--- src/rtl/dprot_pkg.sv ---
package dprot_pkg;

  // attribute byte layout
  localparam int ATTR_W    = 8;
  localparam int A_VALID   = 0;
  localparam int A_UREAD   = 1;
  localparam int A_URW     = 2;
  localparam int A_SWRITE  = 3;
  localparam int A_DIRTY   = 4;
  localparam int A_GEN0    = 5;
  localparam int A_SIZE_LO = 6;
  localparam int A_SIZE_HI = 7;

  localparam int CAUSE_W = 6;
  localparam logic [CAUSE_W-1:0] CAUSE_PROT = 6'h23;

  typedef enum logic [1:0] {
    PG_1K = 2'd0,
    PG_4K = 2'd1,
    PG_1M = 2'd2,
    PG_4M = 2'd3
  } page_size_e;

  // number of page-offset bits for a size code
  function automatic int page_shift(input logic [1:0] code);
    case (page_size_e'(code))
      PG_1K:   page_shift = 10;
      PG_4K:   page_shift = 12;
      PG_1M:   page_shift = 20;
      default: page_shift = 22;
    endcase
  endfunction

endpackage

--- src/rtl/dprot_regs.sv ---
module dprot_regs
  import dprot_pkg::*;
#(
  parameter int N_ENT  = 16,
  parameter int ADDR_W = 32,
  parameter int DATA_W = 32,
  localparam int IDX_W  = $clog2(N_ENT),
  localparam int CFG_AW = IDX_W + 2,
  localparam int STAT_W = N_ENT + 3
) (
  input  logic                          clk,
  input  logic                          rst,
  input  logic                          cfg_we,
  input  logic [CFG_AW-1:0]             cfg_addr,
  input  logic [DATA_W-1:0]             cfg_wdata,
  output logic [DATA_W-1:0]             cfg_rdata,
  input  logic [ADDR_W-1:0]             fault_addr,
  input  logic [STAT_W-1:0]             fault_stat,
  output logic [N_ENT-1:0][ADDR_W-1:0]  base_q,
  output logic [N_ENT-1:0][ATTR_W-1:0]  attr_q,
  output logic                          enable_q
);

  localparam logic [1:0] RG_BASE = 2'd0;
  localparam logic [1:0] RG_ATTR = 2'd1;
  localparam logic [1:0] RG_MISC = 2'd2;
  localparam logic [IDX_W-1:0] MS_CTRL = IDX_W'(0);
  localparam logic [IDX_W-1:0] MS_FADR = IDX_W'(1);
  localparam logic [IDX_W-1:0] MS_FSTA = IDX_W'(2);

  logic [1:0]        region;
  logic [IDX_W-1:0]  idx;
  logic [DATA_W-1:0] rd_mux;

  assign region = cfg_addr[CFG_AW-1:IDX_W];
  assign idx    = cfg_addr[IDX_W-1:0];

  for (genvar g = 0; g < N_ENT; g++) begin : g_ent
    localparam logic [IDX_W-1:0] MY_IDX = IDX_W'(g);
    always_ff @(posedge clk) begin
      if (rst) begin
        base_q[g] <= '0;
        attr_q[g] <= '0;
      end else if (cfg_we && idx == MY_IDX) begin
        if (region == RG_BASE) base_q[g] <= cfg_wdata[ADDR_W-1:0];
        if (region == RG_ATTR) attr_q[g] <= cfg_wdata[ATTR_W-1:0];
      end
    end
  end

  always_ff @(posedge clk) begin
    if (rst) begin
      enable_q <= 1'b0;
    end else if (cfg_we && region == RG_MISC && idx == MS_CTRL) begin
      enable_q <= cfg_wdata[0];
    end
  end

  always_comb begin
    rd_mux = '0;
    case (region)
      RG_BASE: rd_mux = DATA_W'(base_q[idx]);
      RG_ATTR: rd_mux = DATA_W'(attr_q[idx]);
      RG_MISC: begin
        if (idx == MS_CTRL) rd_mux = DATA_W'(enable_q);
        if (idx == MS_FADR) rd_mux = DATA_W'(fault_addr);
        if (idx == MS_FSTA) rd_mux = DATA_W'(fault_stat);
      end
      default: rd_mux = '0;
    endcase
  end

  always_ff @(posedge clk) begin
    if (rst) cfg_rdata <= '0;
    else     cfg_rdata <= rd_mux;
  end


  ctrl_write_chk: assert property (@(posedge clk) disable iff (rst)
    (cfg_we && region == RG_MISC && idx == MS_CTRL) |=> (enable_q == $past(cfg_wdata[0])));

endmodule

--- config.mk ---
export PLATFORM = sky130hd
export DESIGN_NAME = dprot_regs
export DESIGN_NICKNAME = d
export VERILOG_FILES = /design/src/rtl/dprot_pkg.sv /design/src/rtl/dprot_regs.sv
export SDC_FILE = /design/constraint.sdc
export NUM_CORES = 2
export LEC_CHECK = 0
export ABC_CLOCK_PERIOD_IN_PS = 4000
export BUFFER_PORTS_ARGS = -buffer_cell sky130_fd_sc_hd__buf_2
export CAP_MARGIN = 10
export CORE_AREA = 5 5 293 295
export CTS_BUF_LIST = sky130_fd_sc_hd__clkbuf_4 sky130_fd_sc_hd__clkbuf_8
export CTS_CLUSTER_DIAMETER = 120
export CTS_CLUSTER_SIZE = 28
export DETAILED_ROUTE_END_ITERATION = 6
export DIE_AREA = 0 0 298 300
export PLACE_DENSITY = 0.67
export SYNTH_ARGS = -nofsm -noshare
export SYNTH_HDL_FRONTEND = slang
export SYNTH_SLANG_ARGS = --single-unit
export TNS_END_PERCENT = 1
--- constraint.sdc ---
create_clock -name clk -period 4 [get_ports clk]
set_input_delay 1 -clock clk [delete_from_list [all_inputs] [get_ports clk]]
set_output_delay 1 -clock clk [all_outputs]
set_load 0.1 [all_outputs]
==> results.toml <==
[timing]
period_share_pct = 69.6
hold_violations = 0
rsz0062_at_grt = "no"
drv_slew = 0
tns_ns = 0
fin_skew_ns = 0.0337
setup_viol = 0
worst_pin_slew_ns = 0.964
slew_headroom_pct = 35.5
min_period_ns = 2.78
fmax_mhz = 359

[power_and_ir_drop]
power_density_mw_per_mm2 = 313
p_leak_nw = 14.2
max-vdd-ir-drop_uv = 211

[clocking]
cts_buffer_depth = 3
htreeDepth = 1
worst_skew_pair.late_latency_ns = 0.74
cts_resized = 0
cts_tree = "built"
clkTransAtPathRegs_ns = 0.18
numCtsBuffers = 28
hold_buffers = 0
cts-root-buf = "clkbuf_8"
clock_sinks = 673
postCtsSetupRepairBufs = 0

[floorplan]
die_w_um = 298
start_util_pct = 34.4
die_area_mm2 = 0.0894
coreArea_mm2 = 0.0829
placementRows = 106
num_io_pins = 765
die_y_um = 300

[logic_synthesis]
synth_nets = 3286
synthFlopType = "dfxtp_1"
synth_area_mm2 = 0.0285
synth_seq_area_share_pct = 47.3
syn_avg_cell_area_um2 = 8.93
synth_warnings = 0
ys_async_sr_fraction_pct = 0
synth_edf_count = 0
yosys.cell_types.count = 35
synth_seq_cells = 673
netlist_instances = 3194

[critical_path]
cp.depth = 1
crit_arrival_ns = 1.78
start_kind = "flip-flop"
critPathMaxStageDelay_ns = 0.55
r2r_cells = 4
cpMaxStageDelayCell = "dfxtp_1"
cpLargestDelayFamily = "flip-flops"
path_max_fanout = 3
cp.buffers_inverters = 1
cp.required_ns = 3.00
cp_cell_sequence = "buf_2"
path_class = "reg2out"
crit_path_end_kind = "primary output"

[global_route]
grt_pass1_vias = 25600
antenna_found_initial = 18
grt_max_degree = 173
grt_use_total_pct = 28.6
use_met3_pct = 7.21
grt.busiest_layer = "met2"
grt-ovfl-total = 0
grt_use_met2_pct = 44.5
grt_util_met1_pct = 38.0
grt_pass1_wl_um = 191000

[detailed_routing]
post_drt_wl_per_cell_um = 28.1
vias_per_cell = 5.69
vias = 27600
wirelength_um = 136000
drc_errors = 0
antenna_left = 0
drt_iter0_drc = 3552
firstDrtPassIters = 6

[place]
gp_congestion = 0.987
hpwl_um = 99600
portBuffers = 764
dp.cells = 4800

[layout]
nNetsFinal = 3842
fin_cells = 4842
drive_above_1_share_pct = 29.4
fillCellCount = 8304
area_growth_pct = 18.9

[min_path]
hp-class = "reg2reg"
worstHoldPathCells = 2

[run]
maxCapViolCount = 0

[status]
status = "finished, final reports clean"
==> layer usage <==
metal  up-vias  share of wire [%]
li1      11900                  -
met3       363                 11
met1     13500                 39
met2      1818                 45
met5         -              0.056
met4        12                5.3
==> synthesized netlist by cell type, types with 2 or more instances <==
cell type  count  area share [%]
buf_2         62             1.1
nand3_1       39            0.68
nand4_1        7            0.15
a22oi_1        7            0.18
buf_1          3           0.039
a22o_1        30            0.92
mux2i_1      157             5.5
a221oi_1       7            0.22
buf_4          7            0.18
a41oi_1        7            0.22
a222oi_1      11            0.39
and3_1        24            0.53
mux4_2       170              13
nand2_1     1038              14
and2_1         5            0.11
a21oi_1      513             9.0
and3b_1        3           0.092
o21ai_1        9            0.16
nor3_1         2           0.035
buf_6         14            0.55
nor2b_1        7            0.15
clkbuf_1     247             3.3
nor2_1       141             1.9
dfxtp_1      673              47
==> final timing paths <==
path,start,slack [ns],end
setup / recovery,base_q[2],1.22,base_q[2]
hold / removal,base_q[26],0.48,base_q[26]
setup reg to reg,base_q[498],1.93,cfg_rdata[18]
hold reg to reg,base_q[26],0.48,base_q[26]
==> cells in the final DEF (no fill, tap or decap), drive strengths merged, types with 9 or more instances in the layout <==
cell | netlist | routed
mux4 | 170 | 170
a22o | 30 | 30
nand3 | 39 | 39
mux2i | 157 | 157
o21ai | 9 | 9
buf | 86 | 858
a21oi | 513 | 513
dfxtp | 673 | 673
nand2 | 1038 | 1038
and3 | 24 | 24
diode | 0 | 9
nor2 | 142 | 142
clkbuf | 247 | 30
a222oi | 11 | 11
==> area by class of cell <==
cell class / instances / area, um^2 / area share, %
Tap cell: 1080 / 1350 / 3.98
Sequential cell: 673 / 13500 / 39.7
Multi-Input combinational cell: 2187 / 13700 / 40.4
Antenna cell: 9 / 22.5 / 0.0664
Timing Repair Buffer: 859 / 4940 / 14.6
Clock buffer: 29 / 399 / 1.18
Clock inverter: 4 / 33.8 / 0.0996
Inverter: 1 / 3.75 / 0.0111
==> where the power goes <==
group	total [mW]	leakage, nW	internal (mW)	switching (mW)
clock	2.84	0.222	0.672	2.17
combinational	1.00	8.60	0.232	0.771
sequential	6.77	5.42	6.74	0.0277
total	10.6	14.2	7.64	2.96
==> metrics by stage <==
stage / setup WS (ns) / power [mW] / util, % / hold WS (ns) / instance area (um^2)
6_report: 1.22 / 10.6 / 40.9 / 0.478 / 33900
5_1_grt: 1.17 / 10.9 / 40.9 / 0.430 / 33900
4_1_cts: 1.19 / 10.6 / 40.9 / 0.404 / 33900
3_5_place_dp: 0.528 / 7.89 / 40.4 / 0.459 / 33500
3_3_place_gp: 0.470 / 7.89 / 40.4 / 0.452 / 33500
2_1_floorplan: 1.27 / 7.56 / - / 0.892 / 28500
==> logic make-up (layout without fill, tap and decap cells) <==
family | after synthesis | in the layout | share of synthesized area (%)
simple gates | 1272 | 1272 | 17.5
flops | 673 | 673 | 47.3
compound gates | 588 | 588 | 11.2
buf+inv | 334 | 893 | 5.13
mux | 327 | 327 | 18.9
other cells | 0 | 9 | 0
==> state kept, by name, indices dropped and copies added (netlist names) <==
register / count
base_q: 512
attr_q: 128
enable_q: 1
cfg_rdata: 32
Note: power is estimated with default switching activity, not from simulation.
